[config.mk]
export PLATFORM = sky130hd
export DESIGN_NAME = desc_cmd_queue
export DESIGN_NICKNAME = d
export VERILOG_FILES = /design/src/rtl/cq_pkg.sv /design/src/rtl/cq_regs.sv /design/src/rtl/cq_ctx_alloc.sv /design/src/rtl/cq_sched.sv /design/src/rtl/desc_cmd_queue.sv
export SDC_FILE = /design/constraint.sdc
export NUM_CORES = 1
export LEC_CHECK = 0
export ABC_AREA = 0
export CAP_MARGIN = 30
export CELL_PAD_IN_SITES_DETAIL_PLACEMENT = 0
export CELL_PAD_IN_SITES_GLOBAL_PLACEMENT = 1
export CORE_AREA = 2 2 131 133
export DETAILED_ROUTE_END_ITERATION = 10
export DIE_AREA = 0 0 133 135
export PLACE_DENSITY = 0.68
export SLEW_MARGIN = 10
export SYNTH_ARGS = -nofsm -noshare
export SYNTH_HDL_FRONTEND = slang
export SYNTH_SLANG_ARGS = --single-unit
[constraint.sdc]
create_clock -name clk -period 2.7 [get_ports clk]
set_input_delay 0.675 -clock clk [delete_from_list [all_inputs] [get_ports clk]]
set_output_delay 0.675 -clock clk [all_outputs]
set_load 0.05 [all_outputs]
[src/rtl/cq_pkg.sv]
package cq_pkg;
  localparam int DATA_W = 32;

  localparam logic [3:0] OFF_CTRL = 4'h0;
  localparam logic [3:0] OFF_SRC  = 4'h4;
  localparam logic [3:0] OFF_DST  = 4'h8;
  localparam logic [3:0] OFF_CFG  = 4'hC;

  localparam int CFG_EN_BIT   = 0;
  localparam int CFG_RING_LSB = 8;
  localparam int CFG_OVF_BIT  = 16;

  typedef enum logic [1:0] {
    OWN_NONE   = 2'b00,
    OWN_ENGINE = 2'b01,
    OWN_HOST   = 2'b10,
    OWN_RSVD   = 2'b11
  } own_e;
endpackage

[src/rtl/cq_regs.sv]
module cq_regs
  import cq_pkg::*;
#(
  parameter int ADDR_W = 4,
  parameter int RING_W = 8
) (
  input  logic              clk,
  input  logic              rst_n,
  input  logic              wr_en,
  input  logic [ADDR_W-1:0] addr,
  input  logic [DATA_W-1:0] wdata,
  input  logic              claim,
  input  logic              finish,
  input  logic              overflow,
  output logic [DATA_W-1:0] rdata,
  output logic [DATA_W-1:0] src_addr,
  output logic [DATA_W-1:0] dst_addr,
  output own_e              status,
  output logic              trigger
);
  localparam int HI_W = DATA_W - 2;

  logic [HI_W-1:0]   ctrl_hi_q;
  own_e              status_q;
  logic [DATA_W-1:0] src_q, dst_q;
  logic              en_q;
  logic [RING_W-1:0] ring_q;
  logic              ring_mode;
  logic              wr_ctrl, wr_src, wr_dst, wr_cfg;
  logic [DATA_W-1:0] cfg_word;

  assign wr_ctrl = wr_en && (addr == ADDR_W'(OFF_CTRL));
  assign wr_src  = wr_en && (addr == ADDR_W'(OFF_SRC));
  assign wr_dst  = wr_en && (addr == ADDR_W'(OFF_DST));
  assign wr_cfg  = wr_en && (addr == ADDR_W'(OFF_CFG));

  assign ring_mode = en_q && (ring_q != '0);

  always_comb begin
    trigger = 1'b0;
    if (ring_mode)
      trigger = wr_ctrl && (wdata[1:0] == OWN_ENGINE) && (status_q != OWN_ENGINE);
    else
      trigger = wr_dst;
  end

  always_ff @(posedge clk) begin
    if (!rst_n) begin
      ctrl_hi_q <= '0;
      status_q  <= OWN_NONE;
      src_q     <= '0;
      dst_q     <= '0;
      en_q      <= 1'b0;
      ring_q    <= '0;
    end else begin
      if (wr_ctrl) ctrl_hi_q <= wdata[DATA_W-1:2];
      if (claim)
        status_q <= OWN_ENGINE;
      else if (finish)
        status_q <= OWN_HOST;
      else if (wr_ctrl)
        status_q <= own_e'(wdata[1:0]);
      if (wr_src) src_q <= wdata;
      if (wr_dst) dst_q <= wdata;
      if (wr_cfg) begin
        en_q   <= wdata[CFG_EN_BIT];
        ring_q <= wdata[CFG_RING_LSB +: RING_W];
      end
    end
  end

  always_comb begin
    cfg_word = '0;
    cfg_word[CFG_EN_BIT]              = en_q;
    cfg_word[CFG_RING_LSB +: RING_W]  = ring_q;
    cfg_word[CFG_OVF_BIT]             = overflow;
  end

  always_comb begin
    unique case (addr)
      ADDR_W'(OFF_CTRL): rdata = {ctrl_hi_q, status_q};
      ADDR_W'(OFF_SRC):  rdata = src_q;
      ADDR_W'(OFF_DST):  rdata = dst_q;
      ADDR_W'(OFF_CFG):  rdata = cfg_word;
      default:           rdata = '0;
    endcase
  end

  assign src_addr = src_q;
  assign dst_addr = dst_q;
  assign status   = status_q;
endmodule

[src/rtl/cq_ctx_alloc.sv]
module cq_ctx_alloc #(
  parameter int NUM_CTX = 2,
  parameter int CTX_W   = (NUM_CTX > 1) ? $clog2(NUM_CTX) : 1
) (
  input  logic               clk,
  input  logic               rst_n,
  input  logic               alloc,
  input  logic [CTX_W-1:0]   alloc_idx,
  input  logic               release_valid,
  input  logic [CTX_W-1:0]   release_idx,
  output logic [NUM_CTX-1:0] busy,
  output logic               any_free,
  output logic [CTX_W-1:0]   free_idx
);
  logic [NUM_CTX-1:0] busy_q;

  for (genvar g = 0; g < NUM_CTX; g++) begin : g_slot
    always_ff @(posedge clk) begin
      if (!rst_n)
        busy_q[g] <= 1'b0;
      else if (alloc && alloc_idx == CTX_W'(g))
        busy_q[g] <= 1'b1;
      else if (release_valid && release_idx == CTX_W'(g))
        busy_q[g] <= 1'b0;
    end
  end

  always_comb begin
    free_idx = '0;
    for (int i = NUM_CTX - 1; i >= 0; i--)
      if (!busy_q[i]) free_idx = CTX_W'(i);
  end

  assign any_free = ~&busy_q;
  assign busy     = busy_q;
endmodule

[src/rtl/cq_sched.sv]
module cq_sched #(
  parameter int CTX_W = 1
) (
  input  logic             clk,
  input  logic             rst_n,
  input  logic             trigger,
  input  logic             any_free,
  input  logic [CTX_W-1:0] free_idx,
  input  logic             launch_ready,
  input  logic             done_valid,
  input  logic [CTX_W-1:0] done_ctx,
  output logic             launch_valid,
  output logic [CTX_W-1:0] launch_ctx,
  output logic             fire,
  output logic             finish,
  output logic             overflow,
  output logic [CTX_W-1:0] owner_ctx,
  output logic             owner_act
);
  logic             pending_q, ovf_q, hold_q, own_act_q;
  logic [CTX_W-1:0] hold_ctx_q, own_ctx_q;

  assign launch_valid = pending_q && (hold_q || any_free);
  assign launch_ctx   = hold_q ? hold_ctx_q : free_idx;
  assign fire         = launch_valid && launch_ready;
  assign finish       = done_valid && own_act_q && (done_ctx == own_ctx_q);

  always_ff @(posedge clk) begin
    if (!rst_n) begin
      pending_q  <= 1'b0;
      ovf_q      <= 1'b0;
      hold_q     <= 1'b0;
      hold_ctx_q <= '0;
      own_act_q  <= 1'b0;
      own_ctx_q  <= '0;
    end else begin
      if (fire)
        pending_q <= trigger;
      else if (trigger && !pending_q)
        pending_q <= 1'b1;
      if (trigger && pending_q && !fire)
        ovf_q <= 1'b1;
      hold_q <= launch_valid && !launch_ready;
      if (launch_valid && !launch_ready)
        hold_ctx_q <= launch_ctx;
      if (fire) begin
        own_act_q <= 1'b1;
        own_ctx_q <= launch_ctx;
      end else if (finish) begin
        own_act_q <= 1'b0;
      end
    end
  end

  assign overflow  = ovf_q;
  assign owner_ctx = own_ctx_q;
  assign owner_act = own_act_q;
endmodule

[src/rtl/desc_cmd_queue.sv]
module desc_cmd_queue
  import cq_pkg::*;
#(
  parameter int ADDR_W  = 4,
  parameter int RING_W  = 8,
  parameter int NUM_CTX = 2,
  localparam int CTX_W  = (NUM_CTX > 1) ? $clog2(NUM_CTX) : 1
) (
  input  logic              clk,
  input  logic              rst_n,
  input  logic              host_wr_en,
  input  logic [ADDR_W-1:0] host_addr,
  input  logic [31:0]       host_wdata,
  output logic [31:0]       host_rdata,
  output logic              launch_valid,
  input  logic              launch_ready,
  output logic [CTX_W-1:0]  launch_ctx,
  output logic [31:0]       launch_src,
  output logic [31:0]       launch_dst,
  input  logic              done_valid,
  input  logic [CTX_W-1:0]  done_ctx
);
  logic               trigger, fire, finish, overflow, any_free, owner_act;
  logic [CTX_W-1:0]   free_idx, owner_ctx;
  logic [NUM_CTX-1:0] ctx_busy;
  own_e               status;

  cq_regs #(.ADDR_W(ADDR_W), .RING_W(RING_W)) u_regs (
    .clk(clk), .rst_n(rst_n), .wr_en(host_wr_en), .addr(host_addr),
    .wdata(host_wdata), .claim(fire), .finish(finish), .overflow(overflow),
    .rdata(host_rdata), .src_addr(launch_src), .dst_addr(launch_dst),
    .status(status), .trigger(trigger)
  );

  cq_ctx_alloc #(.NUM_CTX(NUM_CTX), .CTX_W(CTX_W)) u_alloc (
    .clk(clk), .rst_n(rst_n), .alloc(fire), .alloc_idx(launch_ctx),
    .release_valid(done_valid), .release_idx(done_ctx),
    .busy(ctx_busy), .any_free(any_free), .free_idx(free_idx)
  );

  cq_sched #(.CTX_W(CTX_W)) u_sched (
    .clk(clk), .rst_n(rst_n), .trigger(trigger), .any_free(any_free),
    .free_idx(free_idx), .launch_ready(launch_ready), .done_valid(done_valid),
    .done_ctx(done_ctx), .launch_valid(launch_valid), .launch_ctx(launch_ctx),
    .fire(fire), .finish(finish), .overflow(overflow),
    .owner_ctx(owner_ctx), .owner_act(owner_act)
  );
endmodule

Word level (Yosys, flattened, before mapping)
Cells that the tools add are included.
Cells by class
  $add $sub $neg: 0
  muxes and demuxes: 16
  multiply operators: 0
  reductions and logical operators: 34
  bitwise logic cells: 3
  magnitude comparators: 0
  shift-type cells: 0
  eq/ne operators: 6
  div/mod/pow operators: 0
Operators with widths (count)
  $pmux W32 S4: 1
  $logic_and A1 B1 Y1: 19
  $mux W1: 13
  $reduce_bool A2 Y1: 5
  $eq A4 B4 Y1 const B: 2
  $reduce_bool A8 Y1: 1
  $eq A4 B3 Y1 const B: 1
  $logic_not A1 Y1: 4
  $logic_not A4 Y1: 1
  $mux W2: 2
  $not A1 Y1: 3
  $reduce_bool A3 Y1: 1
  $eq A2 B1 Y1 const B: 1
  $ne A2 B1 Y1 const B: 1
  $reduce_and A2 Y1: 1
  $reduce_or A2 Y1: 1
  $eq A1 B1 Y1: 1
  $logic_or A1 B1 Y1: 1
Word-level totals
  bits in latches: 0
  bits in registers: 113
  ROM bits: 0
  memories: 0
  memory bits (writable): 0
  bits of input ports: 42

Depth between registers and ports, before layout
Gate-level depths: netlist (run 1).
  depth after elaboration: 8
  mapped depth: 7
  gate-level depth less buffers: 4

Modules after synthesis
From an unflattened synthesis (run 1), not the netlist that was laid out.
Unflattened totals
  cell total of the unflattened synthesis: 614
  area total of the unflattened synthesis: 5306.3 µm²
Modules (own cells, without submodules)
  cq_regs: cells each 577, area each 4968.5 µm², sequential area each 2102.0 µm², instances 1
  cq_sched: cells each 26, area each 246.5 µm², sequential area each 120.1 µm², instances 1
  cq_ctx_alloc: cells each 11, area each 91.3 µm², sequential area each 40.0 µm², instances 1

Least setup slack after synthesis (run 1)
No wires, ideal clock.
  path kind: in2out
  from: input port host_addr[3]
  to: output port host_rdata[24]
  cell stages on the path: 6
  buffers on the path: 2
  arrival time: 2.275 ns
  path slack: -0.250 ns
  cells stage by stage: clkbuf_1 -> clkbuf_1 -> mux2i_1 -> nor2_1 -> a21oi_1 -> nor2_1
Between the ends
  word-level cells in the longest chain between the ends: 2
Ends and longest elaborated chain
  from (decl): RTL line desc_cmd_queue.sv:12  | input logic [ADDR_W-1:0] host_addr,
  $eq A4 B4 Y1 (tied with other cells): RTL line cq_regs.sv:80  | unique case (addr)
  $pmux W32 S4 (*): RTL line cq_regs.sv:80
  to (decl): RTL line desc_cmd_queue.sv:14  | output logic [31:0] host_rdata,
Every way passes the cells marked *; elsewhere a longest branch is shown, timed or not.

Worst setup path in the final report (run 1)
  from: input port host_addr[1]
  to: output port host_rdata[20]
Same word-level chain as after synthesis.

==> summary.txt, run 1 <==
Vert. Die Dim: 135 um
Num CTS Buffers: 17
Slew Viols, Final: 0
CP Cell Sequence: clkdlybuf4s50_1 > or2_2 > buf_12 > nor2_4 > buf_12
GRT Overall Usage: 0.185
number of fill cells in the layout: 1,576
CTS tree: done
Layout area overhead: 59.0%
CTS H-Tree Depth: 4
Crit path top cell by count: buf_12
DR DRC count: 0
via count: 4,781
Required @ worst endpoint: 2030 ps
Startpoint Class: input pin
Syn. warnings: 0
CTS Buffer Depth: 2
most common cell after layout, fill and taps aside: nand2_1
global-route wire length before repair: 25,600 um
Post-CTS Hold Fix Bufs: 0
Routed WL: 16,300 um
Worst Clk Skew: 6.04 ps
Syn Inst Count: 621
Die X: 133 um
Worst-path clk slew: 50 ps
post-synthesis cell type count: 30
Relative slew margins: 0.617
setup TNS: 0 ps
Avg Cell Area, Syn: 7.84 sq um
Pwr Total: 0.00448 W
HPWL Detailed: 11,500 um
drt initial violations: 253
Syn Std Cell Area: 0.00487 sq mm
Rows: 47
grt ovf: 0
Vias/cell: 4.77
highest-count cells in the layout ignoring fill and taps: 195 x nand2_1, 119 x a21oi_1, 113 x dfxtp_1, 104 x clkdlybuf4s50_1, 38 x buf_4
crit path max fanout: 22
RSZ-0062 raised after global routing: false
Period minus WS final: 2650 ps
core area: 0.0164 sq mm
endpoints failing hold: 0
Root Driver: clkbuf_16
crit path DAT: 1970 ps
wire length per cell: 16.3 um
peak supply drop: 0.000443 V
r2r worst-path depth: 4
die area: 0.0180 sq mm
clock net sink count: 113
crit share post-route: 0.980
vias in the first global route: 4,749
Max Freq: 378 MHz
Slew @ Worst Pin: 572 ps
hold path depth: 2
outcome: finished clean
final hold slack: 451 ps
first-pass iteration count of the detailed router: 4
GPL Wtd Cong: 0.809
largest net degree at the start of global routing: 50
critical path's largest stage delay: 410 ps
Port Buffers: 139
Post-CTS Setup Inserts: 0
Crit Path Class: in2out
Starting Density: 0.297
synthesized flop and latch total: 113
Clock Latency Late Sink: 420 ps
Seq/Total Area, Yosys: 0.464
Crit. End Element: output port
Worst path slowest cell: clkdlybuf4s50_1
antenna violations before repair: 1
post-route ant nets: 0
Power Density: 578 mW/mm^2
leakage: 2.72 nW
share of layout cells above drive strength 1: 0.184
synthesized net count: 663
Nets: 811
worst hold-check path type: reg2reg
final setup fails: 0
Max-Cap Viols: 0
io pins: 140
[synthesized netlist by cell type]
cell type,number,area [sq um]
nand2b_1,4,25.0
inv_1,4,15.0
nor2b_1,1,6.26
clkbuf_1,32,120
or2_0,1,6.26
nand2_1,195,732
o21a_1,1,7.51
a2111oi_2,1,15.0
a21oi_1,119,596
buf_2,14,70.1
and4_1,1,8.76
o211a_1,1,10.0
mux4_2,10,225
nor2_2,1,6.26
a22oi_1,1,7.51
o21ai_0,4,20.0
a311oi_1,1,8.76
o31ai_2,1,12.5
nor2_1,59,221
mux2i_1,33,330
and3_1,2,12.5
nand3_1,3,15.0
nor4b_1,1,8.76
and2_1,11,68.8
or4_1,2,15.0
a21boi_0,1,7.51
xnor2_1,1,8.76
or4b_4,1,13.8
dfxtp_1,113,2260
nand3b_1,2,15.0
[metal layers]
metal  up-vias  share of wire  global-route usage
met4         0          0.020              0.0824
met2       131           0.50               0.315
met1      2264           0.44               0.226
li1       2364              -                   -
met3        22          0.046              0.0387
met5         -              0                   0
[worst max-delay path, delay by kind of cell]
kind / cells / cell delay (ps)
buffers and inverters: 3 / 770
and+or+nand+nor: 2 / 500
[kinds of logic (layout without fill, tap and decap cells)]
| logic type | Yosys count | after routing | synth area share |
|---|---|---|---|
| AND/OR/NAND/NOR | 284 | 284 | 0.237 |
| buffers and inverters | 50 | 211 | 0.0421 |
| flip-flops | 113 | 113 | 0.464 |
| multiplexers | 43 | 43 | 0.114 |
| AO/OA/AOI/OAI | 130 | 130 | 0.141 |
| XOR/XNOR | 1 | 1 | 0.00180 |
| other | 0 | 1 | 0 |
[layout make-up]
class | instances | area [sq um] | share of cell area
multi-input cells | 458 | 2590 | 0.334
flip-flops and latches | 113 | 2260 | 0.292
repair buffers | 175 | 1960 | 0.253
clock buffers | 21 | 480 | 0.0620
well taps | 220 | 275 | 0.0355
clock inverters | 11 | 158 | 0.0204
inverters | 4 | 16.3 | 0.00210
diodes | 1 | 2.50 | 0.000323
[state kept, by name (all words and copies together) (netlist names)]
signal              flops
u_sched.owner_ctx       1
u_regs.status           2
u_regs.src_addr        32
u_regs.ring_q           8
u_regs.en_q             1
u_sched.pending_q       1
u_sched.owner_act       1
u_regs.dst_addr        32
u_sched.overflow        1
u_alloc.busy            2
u_regs.ctrl_hi_q       30
u_sched.hold_q          1
u_sched.hold_ctx_q      1
[where the power goes]
group          internal [W]  switching, W
logic              0.000152      0.000217
registers           0.00169     0.0000157
clock network       0.00163      0.000775
[final timing paths]
path,to,start,slack [ps]
max,host_rdata[20],host_addr[1],50
min,u_regs.ctrl_hi_q[19],u_regs.ctrl_hi_q[19],450
max reg2reg,u_sched.pending_q,u_regs.ring_q[3],980
min reg2reg,u_regs.ctrl_hi_q[19],u_regs.ctrl_hi_q[19],450
[repair_timing]
action / CTS / global route
gates resized for setup: 1 / 7
pin swaps: 0 / 0
endpoints found under the setup margin: 1 / 7
[through the flow]
stage	instances	area, sq um	setup slack, ps	utilization
6_report	1003	7750	53.7	0.472
4_1_cts	1002	7710	8.00	0.470
2_1_floorplan	621	5010	-1.67	-
3_3_place_gp	970	7070	21.6	0.431
3_5_place_dp	970	7070	6.99	0.431
5_1_grt	1003	7750	12.5	0.472
Power figures use the tool's default switching activity.
==> inputs of run 2 (changes only) <==
- ABC_CLOCK_PERIOD_IN_PS: not set -> 2700
- CORE_AREA: 2 2 131 133 -> 2 2 123 125
- DIE_AREA: 0 0 133 135 -> 0 0 125 127
- PLACE_DENSITY: 0.68 -> 0.76
==> summary.txt, run 2 (synthesis results as in run 1) <==
area of the multi-input gates: 0.00256 sq mm
global-route wire length before repair: 25,600 um
Max Freq: 379 MHz
highest-count cells in the layout ignoring fill and taps: 195 x nand2_1, 119 x a21oi_1, 113 x dfxtp_1, 104 x clkdlybuf4s50_1, 43 x buf_12
DR DRC count: 0
crit path DAT: 1960 ps
# diodes: 0
endpoints failing hold: 0
grt ovf: 0
final setup fails: 0
Slew @ Worst Pin: 569 ps
Slew Viols, Final: 0
Finished Layout Cells: 966
Crit. End Element: output port
leakage: 2.75 nW
Relative slew margins: 0.616
Routed WL: 15,900 um
io pins: 140
HPWL Detailed: 11,000 um
Vias/cell: 4.95
clock net sink count: 113
GRT Overall Usage: 0.204
RSZ-0062 raised after global routing: false
Root Driver: clkbuf_16
CTS Buffer Depth: 2
drt initial violations: 305
Worst-path clk slew: 50 ps
die area: 0.0159 sq mm
Starting Density: 0.338
worst hold-check path type: reg2reg
Post-CTS Setup Inserts: 0
vias in the first global route: 4,919
Power Density: 587 mW/mm^2
core area: 0.0144 sq mm
setup TNS: 0 ps
CTS tree: done
FF-to-FF setup slack: 970 ps
Vert. Die Dim: 127 um
final hold slack: 451 ps
Register Area: 0.00226 sq mm
first-pass iteration count of the detailed router: 5
Num CTS Buffers: 17
Rows: 44
Post-CTS Hold Fix Bufs: 0
largest net degree at the start of global routing: 44
Layout area overhead: 61.1%
via count: 4,779
CTS H-Tree Depth: 4
antenna violations before repair: 0
Die X: 125 um
crit path max fanout: 13
Period minus WS final: 2640 ps
Placed Cells: 934
Port Buffers: 139
GPL Wtd Cong: 0.810
Startpoint Class: input pin
peak supply drop: 0.000390 V
Nets: 811
number of fill cells in the layout: 1,331
Max-Cap Viols: 0
post-route ant nets: 0
Worst Clk Skew: 5.58 ps
Post-CTS Resized: 2
Required @ worst endpoint: 2030 ps
most common cell after layout, fill and taps aside: nand2_1
wire length per cell: 16.5 um
outcome: finished clean
share of layout cells above drive strength 1: 0.183
Clock Latency Late Sink: 420 ps
crit share post-route: 0.976
Crit Path Class: in2out
[run 2: cell types whose count changed in the layout (fill, tap and decap cells not counted), sizes merged]
cell,delta
diode,-1
clkinv,-2
clkbuf,-3
bufinv,+2
clkinvlp,+3
[run 2: worst paths after layout]
kind / startpoint / end / depth (start not counted)
setup / recovery: host_addr[1] / host_rdata[29] / 5
hold / removal: u_regs.ctrl_hi_q[1] / u_regs.ctrl_hi_q[1] / 2
setup reg to reg: u_regs.ring_q[3] / u_sched.pending_q / 4
hold reg to reg: u_regs.ctrl_hi_q[1] / u_regs.ctrl_hi_q[1] / 2
[run 2: critical path, stage by stage]
cell and delay [ps]:
clkdlybuf4s50_1 470, or2_4 310, buf_12 170, nor2_2 170, buf_12 150
[run 2: metal layers]
metal	track usage	wire length [um]	vias to the layer above
met5	0	0	-
met1	0.249	6830	2277
met3	0.0561	837	16
met2	0.354	8080	120
li1	-	-	2366
met4	0.0608	187	0
[run 2: through the flow]
step                      area, sq um  worst slack, ps   util  power (W)
after global routing             7850             33.9  0.544    0.00477
after global placement           7170            -63.1  0.497    0.00211
after CTS                        7850             59.6  0.544    0.00465
final                            7850             64.2  0.544    0.00461
after floorplan                  5010            -1.67      -    0.00192
after detailed placement         7170            -93.2  0.497    0.00211
[run 2: cell type report]
type / count / share of cell area
multi-input cells: 458 / 0.326
flip-flops and latches: 113 / 0.288
repair buffers: 175 / 0.269
clock buffers: 18 / 0.0547
clock inverters: 14 / 0.0303
well taps: 184 / 0.0293
inverters: 4 / 0.00207
[run 2: report_power, final]
part	internal, W	switching [W]	leakage (nW)	total (W)
combinational	0.000157	0.000214	1.53	0.000371
clock	0.00173	0.000805	0.312	0.00253
sequential	0.00169	0.0000153	0.912	0.00171
total	0.00357	0.00103	2.75	0.00461
